[src/rtl/at_pkg.sv]
// Package: shared state type for the bandwidth autotuner.
// Assumes: the encoding is not visible outside the block.
package at_pkg;
    typedef enum logic [2:0] {
        ST_IDLE,
        ST_ACCUM,
        ST_EVAL,
        ST_STEP,
        ST_LOCKED
    } tune_state_t;
endpackage

[src/rtl/at_stat_accum.sv]
// Module: running sum, sum of squares and count over one window.
// Assumes: unsigned samples; at most 2**CNT_W-1 adds between clears, so the
// widths below cannot overflow.
module at_stat_accum #(
    parameter int SAMPLE_W = 12,
    parameter int CNT_W    = 8,
    localparam int SUM_W   = SAMPLE_W + CNT_W,
    localparam int SQ_W    = 2 * SAMPLE_W + CNT_W
) (
    input  logic                clk,
    input  logic                rst_n,
    input  logic                clear,
    input  logic                add,
    input  logic [SAMPLE_W-1:0] sample,
    output logic [SUM_W-1:0]    sum,
    output logic [SQ_W-1:0]     sumsq,
    output logic [CNT_W-1:0]    count
);
    logic [2*SAMPLE_W-1:0] square;

    // square of the incoming sample
    always_comb square = sample * sample;

    // accumulate on add, zero on clear or reset
    always_ff @(posedge clk) begin
        if (!rst_n || clear) begin
            sum   <= '0;
            sumsq <= '0;
            count <= '0;
        end else if (add) begin
            sum   <= sum + SUM_W'(sample);
            sumsq <= sumsq + SQ_W'(square);
            count <= count + CNT_W'(1);
        end
    end
endmodule

[src/rtl/at_var_compare.sv]
// Module: decides whether the spread of a window is below tolerance, without
// a square root: n*S2 - S1^2 < (n*thr)^2.
// Assumes: sum/sumsq come from n unsigned samples, so the spread is >= 0.
module at_var_compare #(
    parameter int SAMPLE_W = 12,
    parameter int CNT_W    = 8,
    parameter int THR_W    = 12,
    localparam int SUM_W   = SAMPLE_W + CNT_W,
    localparam int SQ_W    = 2 * SAMPLE_W + CNT_W,
    localparam int D_W     = 2 * SUM_W,
    localparam int L_W     = 2 * (CNT_W + THR_W),
    localparam int CMP_W   = (D_W > L_W) ? D_W : L_W
) (
    input  logic [CNT_W-1:0] n,
    input  logic [SUM_W-1:0] sum,
    input  logic [SQ_W-1:0]  sumsq,
    input  logic [THR_W-1:0] thr,
    output logic             below
);
    logic [CMP_W-1:0] n_x, s1_x, s2_x, nt_x;
    logic [CMP_W-1:0] spread, limit;

    // widen operands to the compare width
    always_comb begin
        n_x  = CMP_W'(n);
        s1_x = CMP_W'(sum);
        s2_x = CMP_W'(sumsq);
        nt_x = CMP_W'(n) * CMP_W'(thr);
    end

    // scaled variance against scaled squared tolerance
    always_comb begin
        spread = (n_x * s2_x) - (s1_x * s1_x);
        limit  = nt_x * nt_x;
        below  = spread < limit;
    end
endmodule

[src/rtl/at_bw_stepper.sv]
// Module: one bandwidth register, seeded at reset, raised by a step and
// clamped at a limit.
// Assumes: the seed input is stable while reset is low.
module at_bw_stepper #(
    parameter int BW_W = 16
) (
    input  logic            clk,
    input  logic            rst_n,
    input  logic [BW_W-1:0] seed,
    input  logic [BW_W-1:0] step,
    input  logic [BW_W-1:0] limit,
    input  logic            do_step,
    output logic [BW_W-1:0] bw,
    output logic            hit_limit
);
    logic [BW_W:0]   raised;
    logic [BW_W-1:0] next_bw;

    // candidate value and whether it meets the limit
    always_comb begin
        raised    = {1'b0, bw} + {1'b0, step};
        hit_limit = raised >= {1'b0, limit};
        next_bw   = hit_limit ? limit : raised[BW_W-1:0];
    end

    // seed on reset, apply a step when told
    always_ff @(posedge clk) begin
        if (!rst_n)
            bw <= seed;
        else if (do_step)
            bw <= next_bw;
    end
endmodule

[src/rtl/bw_autotune.sv]
// Module: noise-limited bandwidth autotuner. Collects a window of actuator
// samples, compares their spread with a tolerance, raises both bandwidths
// while below it, and locks once it is reached or a limit is hit.
// Assumes: enable signals that the loop has settled; all tuning inputs are
// quasi-static while a window is in progress.
module bw_autotune #(
    parameter int SAMPLE_W = 12,
    parameter int CNT_W    = 8,
    parameter int THR_W    = 12,
    parameter int BW_W     = 16
) (
    input  logic                clk,
    input  logic                rst_n,
    input  logic                enable,
    input  logic                sample_valid,
    input  logic [SAMPLE_W-1:0] sample_data,
    input  logic [CNT_W-1:0]    win_len,
    input  logic [THR_W-1:0]    noise_thr,
    input  logic [BW_W-1:0]     obs_bw_init,
    input  logic [BW_W-1:0]     ctl_bw_init,
    input  logic [BW_W-1:0]     obs_bw_step,
    input  logic [BW_W-1:0]     ctl_bw_step,
    input  logic [BW_W-1:0]     obs_bw_max,
    input  logic [BW_W-1:0]     ctl_bw_max,
    output logic [BW_W-1:0]     obs_bw,
    output logic [BW_W-1:0]     ctl_bw,
    output logic                locked
);
    import at_pkg::*;

    localparam int SUM_W  = SAMPLE_W + CNT_W;
    localparam int SQ_W   = 2 * SAMPLE_W + CNT_W;
    localparam int NUM_BW = 2;

    tune_state_t      state, state_nx;
    logic [CNT_W-1:0] n_lat, win_eff;
    logic [SUM_W-1:0] acc_sum;
    logic [SQ_W-1:0]  acc_sq;
    logic [CNT_W-1:0] acc_cnt;
    logic             acc_clear, acc_add, last_sample, spread_below;
    logic             do_step, any_hit, open_window;

    logic [BW_W-1:0]  seed_a  [NUM_BW];
    logic [BW_W-1:0]  step_a  [NUM_BW];
    logic [BW_W-1:0]  limit_a [NUM_BW];
    logic [BW_W-1:0]  bw_a    [NUM_BW];
    logic             hit_a   [NUM_BW];

    // effective window length, never below two samples
    always_comb win_eff = (win_len < CNT_W'(2)) ? CNT_W'(2) : win_len;

    // accumulator control and end-of-window detection
    always_comb begin
        acc_add     = enable && (state == ST_ACCUM) && sample_valid;
        acc_clear   = !enable || (state == ST_IDLE) || (state == ST_STEP)
                      || (state == ST_LOCKED);
        last_sample = acc_add && (acc_cnt == n_lat - CNT_W'(1));
        do_step     = enable && (state == ST_STEP);
    end

    at_stat_accum #(.SAMPLE_W(SAMPLE_W), .CNT_W(CNT_W)) u_accum (
        .clk    (clk),
        .rst_n  (rst_n),
        .clear  (acc_clear),
        .add    (acc_add),
        .sample (sample_data),
        .sum    (acc_sum),
        .sumsq  (acc_sq),
        .count  (acc_cnt)
    );

    at_var_compare #(.SAMPLE_W(SAMPLE_W), .CNT_W(CNT_W), .THR_W(THR_W)) u_cmp (
        .n     (n_lat),
        .sum   (acc_sum),
        .sumsq (acc_sq),
        .thr   (noise_thr),
        .below (spread_below)
    );

    // map the two bandwidth channels onto arrays
    always_comb begin
        seed_a[0]  = obs_bw_init;
        seed_a[1]  = ctl_bw_init;
        step_a[0]  = obs_bw_step;
        step_a[1]  = ctl_bw_step;
        limit_a[0] = obs_bw_max;
        limit_a[1] = ctl_bw_max;
    end

    for (genvar gi = 0; gi < NUM_BW; gi++) begin : g_bw
        at_bw_stepper #(.BW_W(BW_W)) u_step (
            .clk       (clk),
            .rst_n     (rst_n),
            .seed      (seed_a[gi]),
            .step      (step_a[gi]),
            .limit     (limit_a[gi]),
            .do_step   (do_step),
            .bw        (bw_a[gi]),
            .hit_limit (hit_a[gi])
        );
    end

    // any channel reaching its limit on this step
    always_comb begin
        any_hit = 1'b0;
        for (int i = 0; i < NUM_BW; i++)
            any_hit = any_hit | hit_a[i];
    end

    // next-state logic of the tuning sequence
    always_comb begin
        state_nx = state;
        if (!enable) begin
            state_nx = ST_IDLE;
        end else begin
            unique case (state)
                ST_IDLE:   state_nx = ST_ACCUM;
                ST_ACCUM:  if (last_sample) state_nx = ST_EVAL;
                ST_EVAL:   state_nx = spread_below ? ST_STEP : ST_LOCKED;
                ST_STEP:   state_nx = any_hit ? ST_LOCKED : ST_ACCUM;
                ST_LOCKED: state_nx = ST_LOCKED;
                default:   state_nx = ST_IDLE;
            endcase
        end
        open_window = (state_nx == ST_ACCUM) && (state != ST_ACCUM);
    end

    // state register and window length capture
    always_ff @(posedge clk) begin
        if (!rst_n) begin
            state <= ST_IDLE;
            n_lat <= CNT_W'(2);
        end else begin
            state <= state_nx;
            if (open_window)
                n_lat <= win_eff;
        end
    end

    // outputs
    always_comb begin
        obs_bw = bw_a[0];
        ctl_bw = bw_a[1];
        locked = (state == ST_LOCKED);
    end
endmodule

[config.mk]
export PLATFORM = sky130hd
export DESIGN_NAME = bw_autotune
export DESIGN_NICKNAME = d
export VERILOG_FILES = /design/src/rtl/at_pkg.sv /design/src/rtl/at_stat_accum.sv /design/src/rtl/at_var_compare.sv /design/src/rtl/at_bw_stepper.sv /design/src/rtl/bw_autotune.sv
export SDC_FILE = /design/constraint.sdc
export NUM_CORES = 2
export LEC_CHECK = 0
export BUFFER_PORTS_ARGS = -buffer_cell sky130_fd_sc_hd__buf_2
export CAP_MARGIN = 40
export CORE_UTILIZATION = 60
export CTS_BUF_LIST = sky130_fd_sc_hd__clkbuf_8
export DETAILED_ROUTE_END_ITERATION = 16
export HOLD_SLACK_MARGIN = 0.12
export MAX_ROUTING_LAYER = met4
export PLACE_DENSITY = 0.92
export RECOVER_POWER = 25
export SKIP_CTS_REPAIR_TIMING = 1
export SLEW_MARGIN = 20
export SYNTH_ARGS = -nofsm -noshare
export SYNTH_HDL_FRONTEND = slang
export SYNTH_SLANG_ARGS = --single-unit
export TNS_END_PERCENT = 20
[constraint.sdc]
create_clock -name clk -period 13.4 [get_ports clk]
set_clock_uncertainty 0.1 [all_clocks]
set_input_delay 2.68 -clock clk [delete_from_list [all_inputs] [get_ports clk]]
set_output_delay 2.68 -clock clk [all_outputs]
set_load 0.02 [all_outputs]
## Word level (Yosys, flattened, before mapping)

Index checks and enable logic that the tools add are counted.

- Logic and storage cells: 56
- Bits of input ports: 132
- Register bits: 103

- Bitwise gates (word level): 1
- $add $sub $neg: 7
- $lt $le $gt $ge: 4
- Multiplexer cells: 12
- Multiply operators: 5
- Reduce and logical (&&, ||, !) cells: 12
- Eq/ne operators: 8

Operators with widths:

| operator | number |
|---|---|
| 2-to-1 mux 16 bit | 6 |
| multiplier 20 x 20 -> 40 bit | 2 |
| less-than comparator 40 bit | 1 |
| multiplier 8 x 32 -> 40 bit | 1 |
| subtractor 40 bit | 1 |
| adder 16 x 16 -> 17 bit | 2 |
| greater-or-equal comparator 17 x 16 -> 1 bit | 2 |
| adder 32 x 24 -> 32 bit | 1 |
| multiplier 12 x 12 -> 24 bit | 1 |
| adder 20 x 12 -> 20 bit | 1 |
| multiplier 8 x 12 -> 20 bit | 1 |
| one-hot mux 3 bit (5 select lines) | 1 |
| 2-to-1 mux 3 bit | 4 |
| adder 8 x 1 -> 8 bit, second input constant | 1 |
| equality test 8 bit | 1 |
| less-than comparator 8 x 2 -> 1 bit, second input constant | 1 |
| 2-to-1 mux 8 bit | 1 |
| subtractor 8 x 1 -> 8 bit, second input constant | 1 |
| equality test 3 x 1 -> 1 bit, second input constant | 2 |
| equality test 3 x 2 -> 1 bit, second input constant | 2 |
| logical AND 1 bit | 5 |
| logical OR 1 bit | 4 |
| equality test 3 bit, second input constant | 1 |
| logical NOT 3 bit | 1 |
| other kinds (4) | 5 |

## Longest topological paths before layout

- Word-level depth: 9
- Gate-level depth with buffers: 55
- Mapped depth without buffers: 51

## Cells and area by module

From an unflattened synthesis, not the netlist that was laid out.

- Cell total of the unflattened synthesis: 5364
- Area total of the unflattened synthesis: 47405.5 um2

By module, submodules not included:

| module | cells an instance | area each (um2) | instances |
|---|---|---|---|
| at_var_compare | 3882 | 34739.6 | 1 |
| at_stat_accum | 914 | 7806.2 | 1 |
| at_bw_stepper (g_bw[1].u_step) | 250 | 2129.5 | 1 |
| at_bw_stepper (g_bw[0].u_step) | 227 | 1971.9 | 1 |
| bw_autotune | 91 | 758.2 | 1 |

## Worst setup path after synthesis

Ideal clock, no wire load.

- Path kind: input to register
- Start point: input port noise_thr[5]
- End point: register state[2]
- Arrival time: 13.764 ns
- Stages on the path: 49
- Path slack: -0.581 ns
- Library setup time: 0.117 ns
- Data required time: 13.183 ns
- Buffers on the path: 1
- Cells stage by stage: and2_1 fa_1 inv_1 fa_1 inv_1 fa_1 inv_1 fa_1 inv_1 ha_1 o21ai_0 o21ai_1 a31o_2 a21oi_1 xor2_1 inv_1 clkbuf_1 nand2_1 (+13 left out) and3_1 nand2_1 nor2_1 nand2_1 o31ai_1 a221oi_2 o21a_1 o311a_1 ha_1 a21o_1 a21oi_1 nor2b_1 o211ai_1 a21oi_1 nor4_1 o31ai_1 a41oi_1 nor2_1

- Longest elaborated chain between the ends: 6

RTL lines:

| item | RTL line | source |
|---|---|---|
| start: declaration | bw_autotune.sv:18 | `input logic [THR_W-1:0] noise_thr,` |
| multiplier 8 x 12 -> 20 bit | at_var_compare.sv:28 | `nt_x = CMP_W'(n) * CMP_W'(thr);` |
| multiplier 20 x 20 -> 40 bit | at_var_compare.sv:34 | `limit = nt_x * nt_x;` |
| less-than comparator 40 bit | at_var_compare.sv:35 | `below = spread < limit;` |
| 2-to-1 mux 3 bit | bw_autotune.sv:119 | `ST_EVAL: state_nx = spread_below ? ST_STEP : ST_LOCKED;` |
| one-hot mux 3 bit (5 select lines) | bw_autotune.sv:116 | `unique case (state)` |
| 2-to-1 mux 3 bit | bw_autotune.sv:113 | `if (!enable) begin` |
| end signal: assignment | bw_autotune.sv:134 | `state <= state_nx;` |
| end: declaration | bw_autotune.sv:35 | `tune_state_t state, state_nx;` |

Every way passes these cells.
A chain may end at the register's enable or synchronous reset.

## Final worst setup path

- Start point: input port noise_thr[5]
- End point: register state[1]

The elaborated chain is that of the path after synthesis.

==> out/metrics.csv <==
metric;value;unit
status;finished with violations;
violations;setup timing;
syn_avg_cell_area;8.87;µm²
synth_ff_type;dfxtp_1;
grt_antenna_before_repair;10;
max-clock-path-buffers;2;
gp_congestion;0.954;
max_stage_delay;540;ps
synth_most_common_cell;inv_1;
maxCapViolations;0;
synth_compound_area_share;8.34;%
drt_wl_total;126;mm
synth_top_area_share;42.9;%
vias;38200;
grt_max_degree;78;
regArea;2390;µm²
fp.coreArea;76100;µm²
drcViolationCount;0;
numCtsBuffers;9;
synth_fa_ha_area_share;57.4;%
yosysSeqAreaShare;5.15;%
timing.final.ws_setup;-597;ps
clkSinkCount;103;
boundaryPins;165;
instances_no_fill;6526;
hold_viol;0;
synth_area_leaders;fa_1 43%, ha_1 15%, inv_1 10%;
finalSetupViolations;3;
syn_inst;5213;
place_inst;6486;
async_flop_share;0;%
crit_type;in -> reg;
grt_pass1_wl;206;mm
netlist.top_cell.by_area;fa_1;
io_buffer_count;164;
critical_path.max_fanout;7;
synth_area;46200;µm²
ys_types;79;
die_w;280;µm
synth_xor_area_share;3.46;%
grt.overflow.total;0;
ctsHtreeMaxLevel;3;
vias_per_cell;5.86;
syn_nets;6872;
rsz0062_at_grt;true;
start_util;60.8;%
cts-root-buf;clkbuf_8;
die_y;280;µm
drt_iter0_drc;3344;
ys_seq_elements;103;
arrival;14300;ps
firstDrtPassIters;8;
clock_latency;490;ps
final_max_slew_viol_count;0;
crit_slowest_cell;fa_1;
die_area;78200;µm²
area_growth;9.24;%
finalCriticalPeriod;14000;ps
drive_gt1_share;9.76;%
grt_usage;34.4;%
dp_hpwl;105;mm
clk_pin_slew;130;ps
timing.final.crit_share;104;%
worst_slew_pin_slew;853;ps
synth_edf_count;32;
tns;-1700;ps
crit_top_cell;fa_1;
wl_per_cell;19.4;µm
core.rowCount;101;
synthMuxAreaShare;0.666;%
timing.fmax;0.0714;GHz
nFillCells;5385;
synth_top_family_by_area;adder cells;
synth_commonest_cells;1257 x inv_1, 990 x fa_1, 625 x nand2_1;
cts_tree;yes;
final_antenna_net_count;0;
multi_input_area;38800;µm²
synth_warnings;0;
hp-class;reg -> reg;
cp-end-kind;register;
required;13700;ps
synth-simple-area-share;13.2;%
grt_pass1_vias;42600;
critPathLaunchType;input pin;
nets;7136;
slew_headroom;42.7;%
path summary, 6_finish.rpt:
check	slack, ps	to	start	depth (start not counted)
worst max register to register	1000	state[1]	n_lat[2]	51
worst min register to register	420	u_accum.sum[0]	u_accum.sum[0]	2
worst max-delay path	-600	state[1]	noise_thr[5]	52
worst min-delay path	420	u_accum.sum[0]	u_accum.sum[0]	2
cells by family after synthesis:
group	Yosys count
buf+inv	1453
fa+ha+maj	1527
simple gates	1324
flops	103
xor+xnor	182
compound gates	594
mux	30
registers in the layout (all words and copies together), names as in the netlist:
register	flops
u_accum.count	8
u_accum.sum	20
u_accum.sumsq	32
state	3
g_bw.u_step.bw	32
n_lat	8
routing by layer:
layer	global-route usage, %	vias to the layer above	wire length [µm]
met5	-	-	0
met4	21.6	0	8840
met3	8.15	799	12800
met2	56.5	2320	62200
met1	37.5	18700	42500
li1	-	16400	-
critical path: cells and delay by family:
| kind | cells | cell delay (ps) |
|---|---|---|
| adders and majority gates | 14 | 6300 |
| AOI/OAI and AO/OA | 19 | 3330 |
| buffers and inverters | 12 | 1060 |
| and+or+nand+nor | 7 | 920 |
final cells by class:
| type | count | area share, % |
|---|---|---|
| multi-input combinational | 3657 | 76.8 |
| inverter | 1257 | 9.34 |
| timing repair buffer | 449 | 6.15 |
| sequential | 103 | 4.73 |
| tap | 1030 | 2.55 |
| clock buffer | 9 | 0.245 |
| clock inverter | 7 | 0.151 |
| antenna | 14 | 0.0694 |
through the flow:
step | hold slack, ps | utilization, % | setup slack (ps) | instance area (µm²)
floorplan | 378 | - | -105 | 46400
global route | 429 | 66.4 | -995 | 50500
finish | 417 | 66.4 | -597 | 50500
CTS | 410 | 66.0 | -544 | 50200
detailed placement | 394 | 65.7 | -990 | 50000
global placement | 363 | 65.5 | -807 | 49800
cell usage in the layout (no fill, tap or decap), types with 23 or more instances in the layout:
| cell | n |
|---|---|
| inv_1 | 1251 |
| fa_1 | 988 |
| nand2_1 | 623 |
| ha_1 | 527 |
| buf_4 | 261 |
| nor2_1 | 240 |
| and2_1 | 238 |
| a21oi_1 | 209 |
| buf_2 | 134 |
| xnor2_1 | 128 |
| o21ai_0 | 88 |
| a21o_1 | 79 |
| dfxtp_1 | 66 |
| xor2_1 | 51 |
| nand3_1 | 36 |
| edfxtp_1 | 32 |
| clkbuf_1 | 30 |
| o21a_1 | 29 |
| nor2b_1 | 28 |
| nor3_1 | 25 |
| nand4_1 | 24 |
| a211oi_1 | 24 |
| mux2i_1 | 24 |
| and3_1 | 24 |
| nand2b_1 | 23 |
Power is left out: the tool's default activity adds up to more than one toggle a clock period on the data nets, which glitch-free logic cannot reach.
